`src/rtl/dma_arb_pkg.sv`:
```
package dma_arb_pkg;

   localparam int PRIO_W    = 2;
   localparam int PRIO_LVLS = 1 << PRIO_W;

   typedef enum logic [PRIO_W-1:0] {
      PRI_LOW  = 2'b00,
      PRI_MED  = 2'b01,
      PRI_HIGH = 2'b10,
      PRI_TOP  = 2'b11
   } prio_lvl_e;

endpackage

```
`src/rtl/dma_src_merge.sv`:
```
module dma_src_merge #(
   parameter int NUM_CH     = 7,
   parameter int SRC_PER_CH = 3,
   localparam int SRC_W     = NUM_CH * SRC_PER_CH
) (
   input  logic [SRC_W-1:0]  src_req,
   input  logic [SRC_W-1:0]  src_en,
   input  logic [NUM_CH-1:0] ch_en,
   output logic [NUM_CH-1:0] ch_req
);

   logic [SRC_W-1:0] src_live;

   assign src_live = src_req & src_en;

   generate
      for (genvar c = 0; c < NUM_CH; c++) begin : g_ch
         logic merged;
         assign merged    = |src_live[c*SRC_PER_CH +: SRC_PER_CH];
         assign ch_req[c] = merged & ch_en[c];
      end
   endgenerate

endmodule

```
`src/rtl/dma_prio_pick.sv`:
```
module dma_prio_pick
   import dma_arb_pkg::*;
#(
   parameter int NUM_CH     = 7,
   parameter bit SCAN_STYLE = 1'b0,
   localparam int PRI_FLAT  = NUM_CH * PRIO_W
) (
   input  logic [NUM_CH-1:0]   req,
   input  logic [PRI_FLAT-1:0] prio,
   output logic [NUM_CH-1:0]   pick,
   output logic                any
);

   logic [NUM_CH-1:0] lvl_req   [PRIO_LVLS];
   logic [NUM_CH-1:0] lvl_first [PRIO_LVLS];
   logic [PRIO_LVLS-1:0] lvl_any;

   generate
      for (genvar lv = 0; lv < PRIO_LVLS; lv++) begin : g_lvl
         for (genvar c = 0; c < NUM_CH; c++) begin : g_bit
            assign lvl_req[lv][c] = req[c] &&
                                    (prio[c*PRIO_W +: PRIO_W] == PRIO_W'(lv));
         end
         assign lvl_any[lv] = |lvl_req[lv];

         if (SCAN_STYLE) begin : g_scan
            always_comb begin
               logic seen;
               seen = 1'b0;
               lvl_first[lv] = '0;
               for (int c = 0; c < NUM_CH; c++) begin
                  if (lvl_req[lv][c] && !seen) begin
                     lvl_first[lv][c] = 1'b1;
                     seen = 1'b1;
                  end
               end
            end
         end else begin : g_isolate
            assign lvl_first[lv] = lvl_req[lv] & (~lvl_req[lv] + NUM_CH'(1));
         end
      end
   endgenerate

   always_comb begin
      logic done;
      done = 1'b0;
      pick = '0;
      for (int lv = PRIO_LVLS - 1; lv >= 0; lv--) begin
         if (lvl_any[lv] && !done) begin
            pick = lvl_first[lv];
            done = 1'b1;
         end
      end
   end

   assign any = |lvl_any;

endmodule

```
`src/rtl/dma_grant_hold.sv`:
```
module dma_grant_hold #(
   parameter int NUM_CH = 7
) (
   input  logic              clk,
   input  logic              rst_n,
   input  logic [NUM_CH-1:0] pick,
   input  logic              pick_any,
   input  logic              item_done,
   output logic [NUM_CH-1:0] grant,
   output logic              grant_valid
);

   logic rearb;

   assign rearb = !grant_valid || item_done;

   always_ff @(posedge clk or negedge rst_n) begin
      if (!rst_n) begin
         grant       <= '0;
         grant_valid <= 1'b0;
      end else if (rearb) begin
         grant       <= pick;
         grant_valid <= pick_any;
      end
   end

endmodule

```
`src/rtl/dma_req_arbiter.sv`:
```
module dma_req_arbiter
   import dma_arb_pkg::*;
#(
   parameter int NUM_CH     = 7,
   parameter int SRC_PER_CH = 3,
   parameter bit SCAN_STYLE = 1'b0,
   localparam int SRC_W     = NUM_CH * SRC_PER_CH,
   localparam int PRI_FLAT  = NUM_CH * PRIO_W
) (
   input  logic                clk,
   input  logic                rst_n,
   input  logic [SRC_W-1:0]    periph_req,
   input  logic [SRC_W-1:0]    periph_en,
   input  logic [NUM_CH-1:0]   ch_en,
   input  logic [PRI_FLAT-1:0] ch_prio,
   input  logic                item_done,
   output logic [NUM_CH-1:0]   grant,
   output logic                grant_valid
);

   generate
      if (NUM_CH < 1) begin : g_bad_ch
         $error("dma_req_arbiter: NUM_CH must be at least 1");
      end
      if (SRC_PER_CH < 1) begin : g_bad_src
         $error("dma_req_arbiter: SRC_PER_CH must be at least 1");
      end
   endgenerate

   logic [NUM_CH-1:0] ch_req;
   logic [NUM_CH-1:0] pick;
   logic              pick_any;

   dma_src_merge #(
      .NUM_CH     (NUM_CH),
      .SRC_PER_CH (SRC_PER_CH)
   ) u_merge (
      .src_req (periph_req),
      .src_en  (periph_en),
      .ch_en   (ch_en),
      .ch_req  (ch_req)
   );

   dma_prio_pick #(
      .NUM_CH     (NUM_CH),
      .SCAN_STYLE (SCAN_STYLE)
   ) u_pick (
      .req  (ch_req),
      .prio (ch_prio),
      .pick (pick),
      .any  (pick_any)
   );

   dma_grant_hold #(
      .NUM_CH (NUM_CH)
   ) u_hold (
      .clk         (clk),
      .rst_n       (rst_n),
      .pick        (pick),
      .pick_any    (pick_any),
      .item_done   (item_done),
      .grant       (grant),
      .grant_valid (grant_valid)
   );

endmodule

```
`config.mk`:
```
export PLATFORM = sky130hd
export DESIGN_NAME = dma_req_arbiter
export DESIGN_NICKNAME = d
export VERILOG_FILES = /design/src/rtl/dma_arb_pkg.sv /design/src/rtl/dma_src_merge.sv /design/src/rtl/dma_prio_pick.sv /design/src/rtl/dma_grant_hold.sv /design/src/rtl/dma_req_arbiter.sv
export SDC_FILE = /design/constraint.sdc
export NUM_CORES = 1
export LEC_CHECK = 0
export ABC_CLOCK_PERIOD_IN_PS = 1510
export BUFFER_PORTS_ARGS = -buffer_cell sky130_fd_sc_hd__buf_2
export CORE_MARGIN = 4
export CORE_UTILIZATION = 46
export DETAILED_ROUTE_END_ITERATION = 6
export PLACE_DENSITY = 0.92
export SETUP_SLACK_MARGIN = 0.3
export SKIP_LAST_GASP = 1
export SYNTH_ARGS = -nofsm -noshare
export SYNTH_HDL_FRONTEND = slang
export SYNTH_HIERARCHICAL = 1
export SYNTH_SLANG_ARGS = --single-unit
```
`constraint.sdc`:
```
create_clock -name clk -period 1.51 [get_ports clk]
set_input_delay 0.302 -clock clk [delete_from_list [all_inputs] [get_ports clk]]
set_output_delay 0.302 -clock clk [all_outputs]
set_load 0.01 [all_outputs]
```
Word level (Yosys, flattened, before mapping)
Index checks and enable logic that the tools add are counted.
{"block": "word_totals", "elab_cells": 105, "output_inout_bits": 8, "reg_bits": 8}
{"block": "classes", "muxes": 7, "bitwise_logic": 16, "n_addsub": 4, "n_reduce_logical": 55, "n_eq_ne": 21}
{"operator": "logical AND 1 bit", "count": 31}
{"operator": "adder 7 x 1 -> 7 bit, second input constant", "count": 4}
{"operator": "bitwise AND 7 bit", "count": 4}
{"operator": "== test 2 bit, second input constant", "count": 14}
{"operator": "2-to-1 mux 7 bit", "count": 4}
{"operator": "NOT 7 bit", "count": 4}
{"operator": "OR reduction 28 bit", "count": 1}
{"operator": "OR reduction 7 bit", "count": 4}
{"operator": "bitwise AND 21 bit", "count": 1}
{"operator": "OR reduction 3 bit", "count": 7}
{"operator": "== test 2 x 1 -> 1 bit, second input constant", "count": 7}
{"operator": "zero test 2 bit", "count": 7}
{"operator": "bitwise AND 1 bit", "count": 7}
{"operator": "zero test 1 bit", "count": 4}
{"operator": "2-to-1 mux 1 bit", "count": 3}
{"operator": "logical OR 1 bit", "count": 1}

Logic depth before layout (Yosys ltp)
Gate-level depths: netlist of run 1.
{"block": "depth", "word_depth": 15, "ltp_mapped": 10, "depth_no_buf": 9}

Modules after synthesis
Netlist of run 1, hierarchy kept.
{"module": "dma_prio_pick", "area_each_um2": 732.0, "instances": 1, "seq_area_each_um2": 0.0, "cells_each": 105}
{"module": "dma_grant_hold", "area_each_um2": 336.6, "instances": 1, "seq_area_each_um2": 200.2, "cells_each": 18}
{"module": "dma_src_merge", "area_each_um2": 113.9, "instances": 1, "seq_area_each_um2": 0.0, "cells_each": 14}

Least setup slack after synthesis of run 1
Ideal clock, no wire load.
{"block": "synth_path", "path_kind": "input -> register", "startpoint": "input periph_req[3]", "endpoint": "register u_hold.grant[5]", "path_slack_ps": -829, "n_path_buf": 0, "arrival_ps": 2213, "cell_stages": 9, "required_time_ps": 1385, "setup_ps": 125, "path_cell_list": "a222oi_1 > nor2b_1 > nor3b_1 > a21oi_1 > o2111a_1 > nor4b_4 > and3_4 > a221o_1 > mux2_4"}
{"block": "synth_via", "elab_chain_cells": 15, "word_cells_on_any_way": 36, "cone_classes": "add/sub (4); mux (7); bitwise (10); reduce/logical (15)"}
{"element": "start, declared", "line_no": "dma_req_arbiter.sv:12", "source": "input logic [SRC_W-1:0] periph_req,"}
{"element": "bitwise AND 21 bit *", "line_no": "dma_src_merge.sv:14", "source": "assign src_live = src_req & src_en;"}
{"element": "OR reduction 3 bit *", "line_no": "dma_src_merge.sv:19", "source": "assign merged = |src_live[c*SRC_PER_CH +: SRC_PER_CH];"}
{"element": "bitwise AND 1 bit *", "line_no": "dma_src_merge.sv:20", "source": "assign ch_req[c] = merged & ch_en[c];"}
{"element": "named net ch_req[1]", "line_no": "dma_req_arbiter.sv:30", "source": "logic [NUM_CH-1:0] ch_req;"}
{"element": "branches (longest 11 deep; another with adder 7 x 1 -> 7 bit)"}
{"element": "2-to-1 mux 7 bit *", "line_no": "dma_prio_pick.sv:49", "source": "if (lvl_any[lv] && !done) begin"}
{"element": "named net pick[5]", "line_no": "dma_req_arbiter.sv:31", "source": "logic [NUM_CH-1:0] pick;"}
{"element": "end signal, assigned", "line_no": "dma_grant_hold.sv:22", "source": "grant <= pick;"}
{"element": "end, declared", "line_no": "dma_grant_hold.sv:9", "source": "output logic [NUM_CH-1:0] grant,"}
Mark *: on every way through the listed nets, which the timed path passes.
A chain may end at the register's enable or synchronous reset.

Worst setup path in the final report of run 1
{"block": "layout_path", "startpoint": "input periph_req[6]", "endpoint": "register u_hold.grant[5]"}
The elaborated chain is that of the path after synthesis.

==> impl_metrics.ini, run 1 <==
[status]
status = finished, violations left
violations = negative setup slack

[timing]
min_period_over_period = 1.55
maxSlewViolCount = 0
finalHoldViolations = 0
min_period_ns = 2.35
tightest_slew_ns = 0.440
fin_worst_skew_ns = 0.00731
finalSetupViolations = 8
max_freq_ghz = 0.426
setup_slack_ns = -0.838
rsz0062_at_grt = yes
maxSlewHeadroom = 0.706

[routing]
drc = 0
first_pass_iters = 6
wl_per_cell_microns = 19.1
vias = 1913
vias_per_cell = 6.44
wl_microns = 5680
drtAntennaViolNets = 0
drtIter0Drc = 170

[worst_setup_path]
path_max_fanout = 4
r2r_end = u_hold/grant[1]$_DFFE_PN0P_
crit_arrival_ns = 2.55
crit_type = input pin to flop
cp-end-kind = flop
r2r_start = u_hold/grant_valid$_DFFE_PN0P_
crit_buf_inv = 2
slowest_delay_ns = 0.34
reg2reg_depth = 2
cp.required_ns = 1.71
crit_path_top_delay_cell = a311oi_4
cp_cell_sequence = buf_6 > a222oi_1 > nor2b_1 > and3b_1 > a311oi_4 > buf_4 > nand2_1 > or3_1 > a21oi_1 > a221o_1 > mux2_4
start_kind = input pin
rrSetupSlack_ns = 0.45
path_delay_family = compound AO/OA/AOI/OAI gates

[global_routing]
grt_max_degree = 9
grt_pass1_wl_microns = 8420
grt_pass1_vias = 1871
antenna_found_initial = 0
grtUsageTotal = 0.315
overflow = 0

[die]
placementRows = 18
die_h_microns = 58.7
initial_core_util = 0.482
die_x_microns = 58.7
core_sq_mm = 0.00245
dieArea_sq_mm = 0.00345
io_pins = 74

[power]
power_density_mw_per_mm2 = 552
ir_worst_vdd_mv = 0.564
leakagePower_uw = 0.00114

[clocking]
root_buffer = clkbuf_4
clockBufferDepth = 2
cts_tree = yes
clock_latency_ns = 0.26
ctsHtreeMaxLevel = 1
numCtsBuffers = 3
cts_sinks = 8
clk_pin_slew_ns = 0.06

[synthesis]
synth_edf_count = 0
yosysSeqAreaShare = 0.169
syn_nets = 203
synth_ff_type = dfrtp_1
synth_cell_types = 50
syn_avg_cell_area_sq_um = 8.63
syn_inst = 137
yosysWarnings = 6
synthArstFlopShare = 1.00
yosys_register_bits = 8
synth_area_sq_mm = 0.00118

[finish]
num_antenna_cells = 0
fillers = 133
nets = 335
syn_to_final_growth_pct = 76.3
final_util = 0.849
fin_area_sq_mm = 0.00208
drive_above_1_share = 0.614
final_cells = 297

[placed_design]
gp_congestion = 0.877
placed_area_sq_mm = 0.00189
post-place-cells = 280
io_buffer_count = 73
dp_hpwl_microns = 3440

[flow_run]
maxCapViolCount = 0

[hold_path]
hp-class = input pin to asynchronous set/reset pin
## metal layers
metal,global-route usage,vias up,routed length [microns]
met5,0,-,0
met4,0.172,0,397
met3,0.0570,53,729
met2,0.557,187,2700
met1,0.357,870,1850
li1,-,803,-
## metrics by stage
stage	setup TNS [ns]	hold slack, ns	setup slack, ns	power [uW]
floorplan	-5.39	0.00641	-0.758	555
global placement	-7.23	0.143	-0.963	808
detailed placement	-8.02	0.147	-1.10	831
CTS	-5.47	0.416	-0.750	1070
global route	-7.08	0.451	-0.970	1190
finish	-6.16	0.422	-0.838	1150
## worst max path at each step
stage	to	slack [ns]	from	cells after the start
after detailed placement	u_hold/grant[5]$_DFFE_PN0P_	-1.10	periph_req[9]	10
after global routing	u_hold/grant[2]$_DFFE_PN0P_	-0.97	periph_req[9]	11
after floorplan	u_hold/grant[5]$_DFFE_PN0P_	-0.76	periph_req[9]	9
final	u_hold/grant[5]$_DFFE_PN0P_	-0.84	periph_req[6]	11
after global placement	u_hold/grant[5]$_DFFE_PN0P_	-0.96	periph_req[9]	10
after CTS	u_hold/grant[5]$_DFFE_PN0P_	-0.75	periph_req[6]	10
## power by group
part | leakage [uW] | switching, uW | internal [uW]
sequential | 0.000104 | 17.0 | 238
clock | 0.0000138 | 84.5 | 91.7
combinational | 0.00102 | 328 | 391
## flip-flops by register name, indices dropped and copies added (netlist names)
name / count
u_hold/grant: 7
u_hold/grant_valid: 1
## layout make-up
type	instances	area [sq um]	share of cell area
Inverter	8	30.0	0.0144
Sequential cell	8	200	0.0960
Timing Repair Buffer	131	837	0.402
Tap cell	30	37.5	0.0180
Clock buffer	3	22.5	0.0108
Multi-Input combinational cell	117	957	0.459
## synth_stat cells, types with 2 or more instances
cell type | number | area [sq um]
nor3b_1 | 5 | 37.5
inv_1 | 8 | 30.0
nand2_1 | 12 | 45.0
nand2b_1 | 2 | 12.5
nand4b_1 | 2 | 17.5
or3_1 | 2 | 12.5
nand3_2 | 3 | 30.0
o22ai_1 | 2 | 12.5
nor2b_1 | 9 | 56.3
nor2_1 | 5 | 18.8
and3b_1 | 4 | 35.0
dfrtp_1 | 8 | 200
a21oi_1 | 5 | 25.0
nand3b_1 | 3 | 22.5
o22a_1 | 2 | 17.5
mux2_4 | 7 | 105
nand3_1 | 14 | 70.1
nand4_1 | 2 | 12.5
buf_6 | 2 | 22.5
o21a_1 | 2 | 15.0
a21o_1 | 3 | 22.5
a222oi_1 | 7 | 70.1
## cells in the final DEF, fill, tap and decap left out, types with 2 or more instances in the layout
| cell | netlist | final |
|---|---|---|
| a21oi_2 | 1 | 2 |
| nand4b_1 | 2 | 2 |
| and3b_2 | 1 | 2 |
| nand2_1 | 12 | 12 |
| mux2_4 | 7 | 7 |
| o22ai_1 | 2 | 2 |
| nand3b_1 | 3 | 3 |
| inv_1 | 8 | 8 |
| nor2b_2 | 0 | 2 |
| nor2_1 | 5 | 5 |
| buf_2 | 1 | 70 |
| o22a_1 | 2 | 2 |
| a222oi_1 | 7 | 7 |
| buf_6 | 2 | 7 |
| nand3_2 | 3 | 4 |
| buf_4 | 1 | 53 |
| o21a_1 | 2 | 2 |
| dfrtp_1 | 8 | 8 |
| nor2b_1 | 9 | 7 |
| clkbuf_4 | 0 | 3 |
| nand4_1 | 2 | 2 |
| a21o_1 | 3 | 3 |
| nand3_1 | 14 | 13 |
| and3b_1 | 4 | 3 |
| nand2b_4 | 1 | 2 |
| a21oi_1 | 5 | 4 |
| nor3b_1 | 5 | 4 |
## what timing repair did
action | CTS | global route
endpoints found under the setup margin | 8 | 8
hold buffers | 1 | 0
hold endpoints to repair | 8 | 0
resized for setup | 13 | 2
pin swaps | 16 | 12
setup buffers | 10 | 3
gates cloned | 0 | 0
## kinds of logic (layout without fill, tap and decap cells)
group | count (synthesis) | after routing | synth area share
DFF | 8 | 8 | 0.169
buffers and inverters | 12 | 142 | 0.0550
and+or+nand+nor | 75 | 75 | 0.422
AOI/OAI and AO/OA | 34 | 34 | 0.256
muxes | 8 | 8 | 0.0974
(Power assumes the default switching activity.)
==> run 2, diff against run 1 <==
Settings changed: PLACE_DENSITY 0.92 to 0.85.
==> run 2 against run 1 <==
Largest power group unchanged. Flip-flop and latch count is the same. Total power increased by 0.67%. The run still ends with negative setup slack left. Highest routed layer unchanged. Final cell count fell by 1.3%. Hold slack worse by 0.00092 ns.
==> impl_metrics.ini, run 2 (same netlist as run 1, synthesis figures left out) <==
[status]
status = finished, violations left
violations = negative setup slack

[flow_run]
maxCapViolCount = 0

[timing]
fin_worst_skew_ns = 0.00795
finalSetupTns_ns = -6.05
setup_slack_ns = -0.921
rsz0062_at_grt = yes
max_freq_ghz = 0.411
min_period_over_period = 1.61
maxSlewViolCount = 0
maxSlewHeadroom = 0.700
finalSetupViolations = 8
finalHoldViolations = 0
tightest_slew_ns = 0.450
min_period_ns = 2.43

[hold_path]
hp-class = input pin to asynchronous set/reset pin

[power]
power_density_mw_per_mm2 = 549
leakagePower_uw = 0.00112
ir_worst_vdd_mv = 0.641

[clocking]
numCtsBuffers = 3
clk_pin_slew_ns = 0.06
root_buffer = clkbuf_4
ctsHtreeMaxLevel = 1
cts_sinks = 8
cts_tree = yes
clock_latency_ns = 0.27
clockBufferDepth = 2

[global_routing]
antenna_found_initial = 0
grt_pass1_wl_microns = 7230
grt_max_degree = 9
overflow = 0
grt_pass1_vias = 1731
grtUsageTotal = 0.271

[worst_setup_path]
crit_arrival_ns = 2.64
crit_type = input pin to flop
cp-end-kind = flop
r2r_start = u_hold/grant_valid$_DFFE_PN0P_
rrSetupSlack_ns = 0.47
path_max_fanout = 4
reg2reg_depth = 2
cp.required_ns = 1.72
r2r_end = u_hold/grant[1]$_DFFE_PN0P_
crit_path_end = u_hold/grant[2]$_DFFE_PN0P_
startpoint = periph_req[6]
start_kind = input pin

[placed_design]
dp_hpwl_microns = 3570
gp_congestion = 0.881
io_buffer_count = 73
placed_area_sq_mm = 0.00192

[routing]
vias_per_cell = 6.14
vias = 1798
wl_microns = 5270
drc = 0
drtAntennaViolNets = 0
drtIter0Drc = 104
wl_per_cell_microns = 18.0
first_pass_iters = 4

[die]
dieArea_sq_mm = 0.00345
initial_core_util = 0.482
core_sq_mm = 0.00245
io_pins = 74
die_x_microns = 58.7
die_h_microns = 58.7
placementRows = 18

[finish]
nets = 331
final_util = 0.859
layout_common_cells = 71 x buf_2, 51 x buf_4, 13 x nand3_1, 12 x nand2_1
register_area_sq_um = 200
fin_area_sq_mm = 0.00211
largest_register = u_hold/grant
syn_to_final_growth_pct = 78.3
fillers = 145
drive_above_1_share = 0.627
biggestRegsByFlops = u_hold/grant x7, u_hold/grant_valid x1
largest_reg_flops = 7
num_antenna_cells = 0
mostFrequentLayoutCell = buf_2
multi_input_area_sq_mm = 0.00102
run 2: power by group:
group	leakage (uW)	total (uW)	switching, uW	internal [uW]
Clock	0.0000138	177	84.8	91.8
Combinational	0.000999	726	339	387
Sequential	0.000104	255	16.7	239
run 2: critical path, cell delays in order:
cell and delay [ns]:
buf_2 0.10, a222oi_1 0.40, nor2b_2 0.12, buf_4 0.18
a311oi_4 0.30, and4b_1 0.29, buf_4 0.14, nand3b_1 0.09
o22a_1 0.23, o41ai_2 0.27, mux2_4 0.21
run 2: routing by layer:
metal / wire (microns) / GRT usage
met5: 0 / 0
met3: 425 / 0.0680
met4: 254 / 0.123
met1: 1880 / 0.284
met2: 2710 / 0.502
run 2: what timing repair did:
| action | in CTS | in global routing |
|---|---|---|
| setup buffers | 6 | 0 |
| hold endpoints to repair | 8 | 0 |
| pin swaps | 17 | 8 |
| gates resized for setup | 9 | 13 |
| setup endpoints to repair | 8 | 8 |
| hold buffers | 1 | 0 |
run 2: worst min-delay path by stage:
stage          cells past startpoint  slack (ns)                             end  startpoint
2_1_floorplan                      0       0.006     u_hold/grant[0]$_DFFE_PN0P_       rst_n
3_3_place_gp                       1        0.15     u_hold/grant[2]$_DFFE_PN0P_       rst_n
3_5_place_dp                       1        0.15     u_hold/grant[0]$_DFFE_PN0P_       rst_n
4_1_cts                            2        0.41  u_hold/grant_valid$_DFFE_PN0P_       rst_n
5_1_grt                            2        0.45     u_hold/grant[0]$_DFFE_PN0P_       rst_n
6_report                           2        0.42     u_hold/grant[5]$_DFFE_PN0P_       rst_n
run 2: final cells by class:
| cell class | instances | share of cell area |
|---|---|---|
| Tap cell | 30 | 0.0178 |
| Multi-Input combinational cell | 117 | 0.486 |
| Sequential cell | 8 | 0.0950 |
| Timing Repair Buffer | 127 | 0.376 |
| Clock buffer | 3 | 0.0107 |
| Inverter | 8 | 0.0142 |
run 2: through the flow:
step	instances	worst slack, ns	hold slack (ns)	power [uW]
after global routing	293	-0.993	0.453	1210
final	293	-0.921	0.421	1160
after floorplan	137	-0.758	0.00641	555
after global placement	283	-0.929	0.146	824
after detailed placement	283	-1.09	0.151	847
after CTS	293	-0.723	0.408	1060
